## src/rtl/amc_pkg.sv

```systemverilog
package amc_pkg;

  typedef struct packed {
    logic pdn_n;
    logic byp_n;
    logic pwr_on;
    logic run;
    logic dmute;
    logic in_lrck;
    logic out_lrck;
  } ctl_bits_t;

  localparam ctl_bits_t CTL_IDLE = '{
    pdn_n: 1'b1, byp_n: 1'b1, pwr_on: 1'b1, run: 1'b1,
    dmute: 1'b0, in_lrck: 1'b0, out_lrck: 1'b0
  };

  typedef struct packed {
    logic lrck;
    logic bck;
    logic sdata;
  } ser_bus_t;

endpackage

```

## src/rtl/amc_sync.sv

```systemverilog
module amc_sync #(
  parameter int          WIDTH   = 1,
  parameter int          STAGES  = 2,
  parameter logic [WIDTH-1:0] RST_VAL = '0
) (
  input  logic             clk,
  input  logic             rst,
  input  logic [WIDTH-1:0] d,
  output logic [WIDTH-1:0] q
);

  if (STAGES <= 1) begin : g_single
    logic [WIDTH-1:0] stg;
    always_ff @(posedge clk) begin
      if (rst) stg <= RST_VAL;
      else     stg <= d;
    end
    assign q = stg;
  end else begin : g_chain
    logic [STAGES-1:0][WIDTH-1:0] stg;
    always_ff @(posedge clk) begin
      if (rst) stg <= {STAGES{RST_VAL}};
      else     stg <= {stg[STAGES-2:0], d};
    end
    assign q = stg[STAGES-1];
  end

endmodule

```

## src/rtl/amc_mode_ctrl.sv

```systemverilog
module amc_mode_ctrl
  import amc_pkg::*;
#(
  parameter int SYNC_STAGES = 2
) (
  input  logic clk,
  input  logic rst,
  input  logic pdn_pin_n,
  input  logic byp_pin_n,
  input  logic reg_dmute,
  input  logic reg_pwr_on,
  input  logic reg_run,
  input  logic in_lrck,
  input  logic core_lrck,
  input  logic busy,
  output logic pd_q,
  output logic byp_q,
  output logic mute_q,
  output logic in_rise,
  output logic out_rise,
  output logic start,
  output logic halt
);

  ctl_bits_t raw_c;
  ctl_bits_t syn_c;

  assign raw_c.pdn_n    = pdn_pin_n;
  assign raw_c.byp_n    = byp_pin_n;
  assign raw_c.pwr_on   = reg_pwr_on;
  assign raw_c.run      = reg_run;
  assign raw_c.dmute    = reg_dmute;
  assign raw_c.in_lrck  = in_lrck;
  assign raw_c.out_lrck = core_lrck;

  amc_sync #(
    .WIDTH  ($bits(ctl_bits_t)),
    .STAGES (SYNC_STAGES),
    .RST_VAL(CTL_IDLE)
  ) u_sync (
    .clk(clk),
    .rst(rst),
    .d  (raw_c),
    .q  (syn_c)
  );

  logic pd_req, byp_req;
  logic pd_d, byp_d, dm_d, in_d, out_d, boot;

  assign pd_req  = ~syn_c.pdn_n | ~syn_c.pwr_on;
  assign byp_req = ~syn_c.byp_n | ~syn_c.run;

  assign in_rise  = syn_c.in_lrck  & ~in_d;
  assign out_rise = syn_c.out_lrck & ~out_d;
  assign halt     = pd_q | byp_q;

  // any of the four entry events, masked while a stopping mode holds
  assign start = (boot
                  | (pd_d  & ~pd_q)
                  | (byp_d & ~byp_q)
                  | (syn_c.dmute & ~dm_d)) & ~halt;

  always_ff @(posedge clk) begin
    if (rst) begin
      pd_q   <= 1'b0;
      byp_q  <= 1'b0;
      pd_d   <= 1'b0;
      byp_d  <= 1'b0;
      dm_d   <= 1'b0;
      in_d   <= 1'b0;
      out_d  <= 1'b0;
      boot   <= 1'b1;
      mute_q <= 1'b0;
    end else begin
      pd_q  <= pd_req;
      byp_q <= byp_req;
      pd_d  <= pd_q;
      byp_d <= byp_q;
      dm_d  <= syn_c.dmute;
      in_d  <= syn_c.in_lrck;
      out_d <= syn_c.out_lrck;
      boot  <= 1'b0;
      if (out_rise && !pd_q) mute_q <= syn_c.dmute | busy;
    end
  end

endmodule

```

## src/rtl/amc_init_seq.sv

```systemverilog
module amc_init_seq #(
  parameter int ADDR_W       = 6,
  parameter int DATA_W       = 16,
  parameter int INIT_SAMPLES = 128
) (
  input  logic              clk,
  input  logic              rst,
  input  logic              start,
  input  logic              halt,
  input  logic              in_rise,
  output logic              busy,
  output logic              mem_we,
  output logic [ADDR_W-1:0] mem_addr,
  output logic [DATA_W-1:0] mem_wdata
);

  localparam int CNT_W = (INIT_SAMPLES > 1) ? $clog2(INIT_SAMPLES) : 1;
  localparam logic [CNT_W-1:0]  SAMP_LAST = CNT_W'(INIT_SAMPLES - 1);
  localparam logic [ADDR_W-1:0] ADDR_LAST = '1;

  logic [CNT_W-1:0]  samp_cnt;
  logic [ADDR_W-1:0] addr_q;
  logic              clr_q;

  always_ff @(posedge clk) begin
    if (rst || halt) begin
      busy     <= 1'b0;
      samp_cnt <= '0;
      clr_q    <= 1'b0;
      addr_q   <= '0;
    end else if (start) begin
      busy     <= 1'b1;
      samp_cnt <= '0;
      clr_q    <= 1'b1;
      addr_q   <= '0;
    end else begin
      if (busy && in_rise) begin
        if (samp_cnt == SAMP_LAST) begin
          busy     <= 1'b0;
          samp_cnt <= '0;
        end else begin
          samp_cnt <= samp_cnt + 1'b1;
        end
      end
      if (clr_q) begin
        if (addr_q == ADDR_LAST) clr_q  <= 1'b0;
        else                     addr_q <= addr_q + 1'b1;
      end
    end
  end

  assign mem_we    = clr_q;
  assign mem_addr  = addr_q;
  assign mem_wdata = '0;

endmodule

```

## src/rtl/amc_out_mux.sv

```systemverilog
module amc_out_mux
  import amc_pkg::*;
(
  input  logic     clk,
  input  logic     rst,
  input  logic     pd,
  input  logic     byp,
  input  ser_bus_t in_bus,
  input  ser_bus_t core_bus,
  output ser_bus_t out_bus
);

  always_ff @(posedge clk) begin
    if (rst || pd) out_bus <= '0;
    else if (byp)  out_bus <= in_bus;
    else           out_bus <= core_bus;
  end

endmodule

```

## src/rtl/audio_mode_seq.sv

```systemverilog
module audio_mode_seq
  import amc_pkg::*;
#(
  parameter int ADDR_W       = 6,
  parameter int DATA_W       = 16,
  parameter int INIT_SAMPLES = 128,
  parameter int SYNC_STAGES  = 2
) (
  input  logic              clk,
  input  logic              rst,
  input  logic              pdn_pin_n,
  input  logic              byp_pin_n,
  input  logic              reg_dmute,
  input  logic              reg_pwr_on,
  input  logic              reg_run,
  input  logic              in_lrck,
  input  logic              in_bck,
  input  logic              in_sdata,
  input  logic              core_lrck,
  input  logic              core_bck,
  input  logic              core_sdata,
  output logic              out_lrck,
  output logic              out_bck,
  output logic              out_sdata,
  output logic              mute_en,
  output logic              pdn_active,
  output logic              bypass_sel,
  output logic              init_busy,
  output logic              mem_we,
  output logic [ADDR_W-1:0] mem_addr,
  output logic [DATA_W-1:0] mem_wdata
);

  logic pd_w, byp_w, mute_w, in_rise_w, out_rise_w, start_w, halt_w, busy_w;
  ser_bus_t in_bus, core_bus, out_bus;

  amc_mode_ctrl #(.SYNC_STAGES(SYNC_STAGES)) u_mode (
    .clk       (clk),
    .rst       (rst),
    .pdn_pin_n (pdn_pin_n),
    .byp_pin_n (byp_pin_n),
    .reg_dmute (reg_dmute),
    .reg_pwr_on(reg_pwr_on),
    .reg_run   (reg_run),
    .in_lrck   (in_lrck),
    .core_lrck (core_lrck),
    .busy      (busy_w),
    .pd_q      (pd_w),
    .byp_q     (byp_w),
    .mute_q    (mute_w),
    .in_rise   (in_rise_w),
    .out_rise  (out_rise_w),
    .start     (start_w),
    .halt      (halt_w)
  );

  amc_init_seq #(
    .ADDR_W      (ADDR_W),
    .DATA_W      (DATA_W),
    .INIT_SAMPLES(INIT_SAMPLES)
  ) u_init (
    .clk      (clk),
    .rst      (rst),
    .start    (start_w),
    .halt     (halt_w),
    .in_rise  (in_rise_w),
    .busy     (busy_w),
    .mem_we   (mem_we),
    .mem_addr (mem_addr),
    .mem_wdata(mem_wdata)
  );

  assign in_bus   = '{lrck: in_lrck,   bck: in_bck,   sdata: in_sdata};
  assign core_bus = '{lrck: core_lrck, bck: core_bck, sdata: core_sdata};

  amc_out_mux u_mux (
    .clk     (clk),
    .rst     (rst),
    .pd      (pd_w),
    .byp     (byp_w),
    .in_bus  (in_bus),
    .core_bus(core_bus),
    .out_bus (out_bus)
  );

  assign out_lrck   = out_bus.lrck;
  assign out_bck    = out_bus.bck;
  assign out_sdata  = out_bus.sdata;
  assign mute_en    = mute_w;
  assign pdn_active = pd_w;
  assign bypass_sel = byp_w;
  assign init_busy  = busy_w;

endmodule

```

## config.mk

```make
export PLATFORM = sky130hd
export DESIGN_NAME = audio_mode_seq
export DESIGN_NICKNAME = d
export VERILOG_FILES = /design/src/rtl/amc_pkg.sv /design/src/rtl/amc_sync.sv /design/src/rtl/amc_mode_ctrl.sv /design/src/rtl/amc_init_seq.sv /design/src/rtl/amc_out_mux.sv /design/src/rtl/audio_mode_seq.sv
export SDC_FILE = /design/constraint.sdc
export NUM_CORES = 1
export LEC_CHECK = 0
export ABC_AREA = 1
export BUFFER_PORTS_ARGS = -buffer_cell sky130_fd_sc_hd__buf_4
export CAP_MARGIN = 5
export CORE_UTILIZATION = 36
export CTS_CLUSTER_SIZE = 30
export DETAILED_ROUTE_END_ITERATION = 10
export GPL_ROUTABILITY_DRIVEN = 1
export PLACE_DENSITY = 0.56
export SLEW_MARGIN = 10
export SYNTH_ARGS = -nofsm -noshare
export SYNTH_HDL_FRONTEND = slang
export SYNTH_HIERARCHICAL = 1
export SYNTH_SLANG_ARGS = --single-unit
```

## constraint.sdc

```tcl
create_clock -name clk -period 2.8 [get_ports clk]
set_input_delay 0.84 -clock clk [delete_from_list [all_inputs] [get_ports clk]]
set_output_delay 0.84 -clock clk [all_outputs]
set_load 0.02 [all_outputs]
```

After elaboration in Yosys (flattened, before gate mapping) --
Cells that the tools add are included.
Storage, ports and cells: flip-flop bits (word level) 41, bits of input ports 13, output and inout bits 30, logic and storage cells 65
Cells by class: add/subtract/negate cells 2, eq/ne operators 2, mux-type cells 9, bitwise operators 24, reductions and logical operators 10
Operators by type and width (count):
- 1-bit inverter | 11
- 7-bit by 1-bit adder with 7-bit output (second input constant) | 1
- 7-bit equality test (second input constant) | 1
- 1-bit two-way mux | 7
- 7-bit two-way mux | 1
- 1-bit bitwise OR | 7
- 6-bit by 1-bit adder with 6-bit output (second input constant) | 1
- 1-bit AND | 6
- 6-bit equality test (second input constant) | 1
- 2-bit AND reduction | 2
- 2-bit nonzero test | 2
- 3-bit two-way mux | 1
- 1-bit logical AND | 2
- 1-bit logical OR | 2
- 2-bit OR reduction | 1
- 1-bit zero test | 1

Longest topological paths before layout --
Gate-level depths: netlist of the first run.
word-level depth 8, depth in mapped cells 9, mapped depth without buffers 8

By module --
Netlist of the first run, hierarchy kept.
Modules (own cells, without submodules):
- amc_init_seq | times used 1, cells each 126, area each 910.9 um^2, seq. area each 300.3 um^2
- amc_sync | times used 1, cells each 50, area each 444.2 um^2, seq. area each 280.3 um^2
- amc_mode_ctrl | times used 1, cells each 41, area each 315.3 um^2, seq. area each 180.2 um^2
- amc_out_mux | times used 1, cells each 19, area each 122.6 um^2, seq. area each 60.1 um^2

Least setup slack after synthesis of the first run --
Ideal clock, no wire load.
path type input -> register, start point input port rst, end point register u_init.samp_cnt[4], setup time 78 ps, arrival 1406 ps, data required time 2722 ps, path slack 1316 ps, cell stages on the path 4, buffers on the path 0, path through or2_4 nor2_8 inv_2 nor3_1
Between the ends: longest elaborated chain between the ends 2
RTL lines:
- start: declaration | RTL line audio_mode_seq.sv:10 | input logic rst,
- 1-bit logical OR | RTL line amc_init_seq.sv:26 | if (rst || halt) begin
- 2-bit OR reduction (no source line)
- end signal: assignment | RTL line amc_init_seq.sv:42 | samp_cnt <= samp_cnt + 1'b1;
- end: declaration | RTL line amc_init_seq.sv:21 | logic [CNT_W-1:0] samp_cnt;
Every way passes these cells. A chain may end at the register's enable or synchronous reset.

Worst setup path in the final report of the first run --
start point register u_init.addr_q[2] (netlist: u_init/mem_addr[2]), end point output port mem_addr[2]
RTL lines:
- start: declaration | RTL line amc_init_seq.sv:22 | logic [ADDR_W-1:0] addr_q;
- start signal: assignment | RTL line amc_init_seq.sv:47 | else addr_q <= addr_q + 1'b1;
- end: declaration | RTL line audio_mode_seq.sv:30 | output logic [ADDR_W-1:0] mem_addr,
No word-level cell between the ends.

==> results.cfg, run 1 <==
[run_status]
status = completed

[timing]
slew_violations = 0
max_freq_ghz = 0.532
period_needed_ns = 1.88
hold-worst-slack_ns = 0.402
setup_viol = 0
tns_ns = 0
hold_viol = 0
rsz0062_at_grt = false
finClkSkew_ns = 0.0115
finalCritPeriodShare_pct = 67.2

[power_and_ir_drop]
p_leak_nw = 0.962
vdd_drop_max_mv = 0.312
power.density_nw_per_um2 = 587

[global_routing]
grt_usage_pct = 11.9
grt_pass1_vias = 1159
grt_pass1_wl_um = 4800
grt.busiest_layer = met2
grt_max_degree = 19
grt_use_met1_pct = 14.1
gr-usage-met3_pct = 3.89
antenna_found_initial = 0
use_met2_pct = 19.2
grt-ovfl-total = 0

[final_layout]
final_common_cell = nand2_1
nFillCells = 520
final_cell_mix = 48 x nand2_1, 41 x dfxtp_1, 39 x inv_1
final_nets = 273
areaGrowthSynthToFinish_pct = 14.4
ff_latch_area_um2 = 821
multi_input_comb_area_um2 = 678
insertedDiodeCount = 0
postLayoutCellArea_um2 = 2050
drive_gt1_share_pct = 17.8

[placed_design]
hpwl_um = 2040
dpl-instance-area_um2 = 1940
place.gp.congestion = 0.755
portBuffers = 26

[drt]
dr.first_iter.drc_count = 30
route.detailed.drc = 0
vias = 1312
dr.pass1.iters = 4
detail_route.vias_per_cell = 4.02
drt.antenna.violating_nets = 0
wire_per_inst_um = 8.28
drt-total-wl_um = 2700

[cts]
clk_path_buf_depth = 2
cts_setup_buffers = 0
cts_root_buf = clkbuf_8
clk_latency_ns = 0.29
numClockSinks = 41
cts_hold_buf = 0
htreeDepth = 2
post_cts_resized = 0
path_clk_slew_ns = 0.08
tritoncts = built
cts_made_buffers = 5

[worst_setup_path]
cpMaxStageDelayCell = dfxtp_1
critPathCaptureType = primary output
cp.arrival_ns = 1.04
cp_top_family = flip-flops
crit_chain = buf_4
start_kind = flip-flop
r2r_slack_ns = 1.39
crit_fanout = 8
cpPeakStageDelay_ns = 0.54
crit_buf_inv = 1
required_ns = 1.96
path_class = flip-flop to primary output

[logic_synthesis]
syn_area_um2 = 1790
synth_cells = 235
avgSynthCellArea_um2 = 7.61
yosysWarnings = 6

[floorplan]
die_w_um = 72.5
start_util_pct = 37.6
ioPinCount = 43
die_y_um = 72.5
rows = 25
die_area_um2 = 5260
coreArea_um2 = 4750

[flow_run]
maxCapViolations = 0

[min_path]
hold_class = flip-flop to flip-flop
==> cell type report <==
cell class,count,area share [%]
clock buffers,6,3.55
clock inverters,2,1.89
inverters,42,7.70
multi-input cells,142,33.1
flip-flops and latches,41,40.1
well taps,67,4.10
repair buffers,26,9.54
==> metrics by stage <==
stage               utilization, %  std cells  power [mW]  worst slack, ns
detailed placement            40.7        318       0.754             1.03
finish                        43.1        326        1.20            0.919
global route                  43.1        326        1.25            0.877
global placement              40.7        318       0.753             1.06
CTS                           43.1        326        1.22            0.911
floorplan                        -        250       0.734             1.32
==> sequential cells by signal, indices dropped and copies added, names as in the netlist, 3 cells and up <==
name / count
u_mode/u_sync/q: 7
u_init/mem_addr: 6
u_init/samp_cnt: 7
u_mux/out_bus: 3
u_mode/u_sync/g_chain.stg: 7
==> power by group <==
| part | leakage, nW | total [mW] | switching [mW] | internal (mW) |
|---|---|---|---|---|
| Combinational | 0.570 | 0.120 | 0.0759 | 0.0437 |
| Sequential | 0.336 | 0.619 | 0.0140 | 0.605 |
| Clock | 0.0554 | 0.463 | 0.196 | 0.267 |
==> final timing paths <==
kind,from,endpoint,depth (start not counted)
hold reg to reg,u_mode/u_sync/g_chain.stg[0]$_SDFF_PP0_,u_mode/u_sync/q[0]$_SDFF_PP0_,2
setup / recovery,u_init/mem_addr[2]$_SDFFE_PP0P_,mem_addr[2],1
setup reg to reg,u_mode/byp_q$_SDFF_PP0_,u_init/samp_cnt[3]$_SDFFE_PP0P_,8
hold / removal,u_mode/u_sync/g_chain.stg[0]$_SDFF_PP0_,u_mode/u_sync/q[0]$_SDFF_PP0_,2
==> metal layers <==
metal | vias up | part of all wire, %
li1 | 706 | -
met1 | 575 | 48
met2 | 26 | 46
met3 | 5 | 5.1
met4 | 0 | 1.5
met5 | - | 0
Power figures use the tool's default switching activity.
==> run 2: changes to the inputs <==
--- a/config.mk
+++ b/config.mk
@@ -12,7 +12,7 @@
 export CTS_CLUSTER_SIZE = 30
 export DETAILED_ROUTE_END_ITERATION = 10
 export GPL_ROUTABILITY_DRIVEN = 1
-export PLACE_DENSITY = 0.56
+export PLACE_DENSITY = 0.59
 export SLEW_MARGIN = 10
 export SYNTH_ARGS = -nofsm -noshare
 export SYNTH_HDL_FRONTEND = slang
==> constraint.sdc (replaced) <==
create_clock -name clk -period 1.52 [get_ports clk]
set_input_delay 0.456 -clock clk [delete_from_list [all_inputs] [get_ports clk]]
set_output_delay 0.456 -clock clk [all_outputs]
set_load 0.02 [all_outputs]
==> run 2 against run 1 <==
Net effect: count of clock-buffer cells in the layout unchanged; total power up 90%; die area stayed put; cell area up 1.7%; combinational power is 93% higher; final cell count rose by 0.92%; sequential power is 84% higher; via count increased by 1.6%; first-iteration DRC count rose by 73%; clock power is 96% higher; wire length up 4.6%.
==> results.cfg, run 2 (synthesized netlist as in run 1, its figures left out) <==
[run_status]
status = completed

[global_routing]
grt-ovfl-total = 0
grt_pass1_vias = 1160
grt_pass1_wl_um = 4850
antenna_found_initial = 0
grt_usage_pct = 12.1
grt_max_degree = 18

[worst_setup_path]
cpPeakStageDelay_ns = 0.50
start_kind = flip-flop
cp_top_family = flip-flops
cp.arrival_ns = 0.99
cpMaxStageDelayCell = dfxtp_1
r2r_slack_ns = 0.20
crit_chain = buf_4
r2r_start = u_init/mem_addr[0]$_SDFFE_PP0P_
crit_buf_inv = 1
crit_fanout = 6
required_ns = 1.06
path_class = flip-flop to primary output
critPathCaptureType = primary output
r2r.worst_path.cells = 5
reg2reg_to = u_init/mem_addr[2]$_SDFFE_PP0P_

[power_and_ir_drop]
power_frac_clock_pct = 39.8
pwr-share-comb_pct = 10.2
power.density_nw_per_um2 = 1090
p_switching_mw = 0.543
p_leak_nw = 0.979
vdd_drop_max_mv = 0.689
design_power_total_mw = 2.28
power.share.switching_pct = 23.8
p_seq_share_pct = 50.0
p_int_mw = 1.74

[drt]
drt-total-wl_um = 2820
wire_per_inst_um = 8.58
drt.antenna.violating_nets = 0
dr.pass1.iters = 3
detail_route.vias_per_cell = 4.05
route.detailed.drc = 0
dr.first_iter.drc_count = 52
vias = 1333

[cts]
cts_setup_buffers = 0
clk_latency_ns = 0.29
cts_hold_buf = 0
cts_made_buffers = 5
htreeDepth = 2
numClockSinks = 41
clk_path_buf_depth = 2
tritoncts = built
path_clk_slew_ns = 0.08
cts_root_buf = clkbuf_8

[timing]
max_freq_ghz = 0.690
finClkSkew_ns = 0.00807
period_needed_ns = 1.45
tns_ns = 0
slew_violations = 0
rsz0062_at_grt = false
hold_viol = 0
setup_viol = 0
finalCritPeriodShare_pct = 95.3

[final_layout]
final_cell_mix = 48 x nand2_1, 40 x dfxtp_1, 39 x inv_1
drive_gt1_share_pct = 19.8
final_nets = 276
areaGrowthSynthToFinish_pct = 16.4
final_common_cell = nand2_1
instances_no_fill = 329
insertedDiodeCount = 0
postLayoutCellArea_um2 = 2080

[min_path]
hold_path_end = u_mode/u_sync/g_chain.stg[5]$_SDFF_PP1_
min_from = byp_pin_n
worstHoldPathCells = 3
hold_class = input pin to flip-flop

[floorplan]
die_w_um = 72.5
start_util_pct = 37.6
rows = 25
ioPinCount = 43
die_y_um = 72.5
coreArea_um2 = 4750
die_area_um2 = 5260

[placed_design]
placed_cells = 321
portBuffers = 26
dpl-instance-area_um2 = 1960
hpwl_um = 2090
place.gp.congestion = 0.771

[flow_run]
maxCapViolations = 0
==> run 2: layout make-up <==
type | instances | area [µm²]
clock buffer | 6 | 82.6
clock inverter | 2 | 37.5
fill | 506 | 2670
inverter | 42 | 158
multi-input combinational | 142 | 681
sequential | 41 | 822
tap | 67 | 83.8
timing repair buffer | 29 | 218
==> run 2: worst max-delay path by stage <==
| stage | end | cells past startpoint | startpoint |
|---|---|---|---|
| final | mem_we | 1 | u_init/mem_we$_SDFF_PP0_ |
| after global routing | mem_we | 1 | u_init/mem_we$_SDFF_PP0_ |
| after detailed placement | u_init/mem_addr[0]$_SDFFE_PP0P_ | 7 | u_init/mem_addr[0]$_SDFFE_PP0P_ |
| after global placement | u_init/mem_addr[0]$_SDFFE_PP0P_ | 7 | u_init/mem_addr[0]$_SDFFE_PP0P_ |
| after CTS | mem_addr[2] | 1 | u_init/mem_addr[2]$_SDFFE_PP0P_ |
| after floorplan | u_init/samp_cnt[4]$_SDFFE_PP0P_ | 8 | u_mode/byp_q$_SDFF_PP0_ |
==> run 2: routing by layer <==
layer  vias up  part of all wire (%)  wire, µm  global-route usage, %
met5         -                     0         0                      0
met1       588                    45      1270                   13.4
met2        28                    47      1330                   19.8
met4         0                   1.6        46                   6.54
li1        712                     -         -                      -
met3         5                   6.1       173                   5.00
==> run 2: power by group through the flow <==
stage / combinational, mW / clock, mW / sequential (mW)
after floorplan: 0.171 / 0 / 1.18
after global placement: 0.233 / 0 / 1.16
after detailed placement: 0.234 / 0 / 1.17
after CTS: 0.235 / 0.944 / 1.14
after global routing: 0.259 / 0.989 / 1.14
final: 0.232 / 0.907 / 1.14
==> run 2: repair_timing <==
item	in CTS	in global routing
endpoints found under the hold margin	0	0
gates resized for setup	0	2
setup endpoints to repair	0	3
==> run 2: stage by stage <==
step / setup WS (ns) / hold WS [ns] / utilization, %
final: 0.0715 / 0.339 / 43.8
after floorplan: 0.167 / 0.387 / -
after global placement: 0.203 / 0.388 / 41.2
after global routing: 0.0220 / 0.330 / 43.8
after detailed placement: 0.160 / 0.393 / 41.2
after CTS: 0.0166 / 0.328 / 43.7
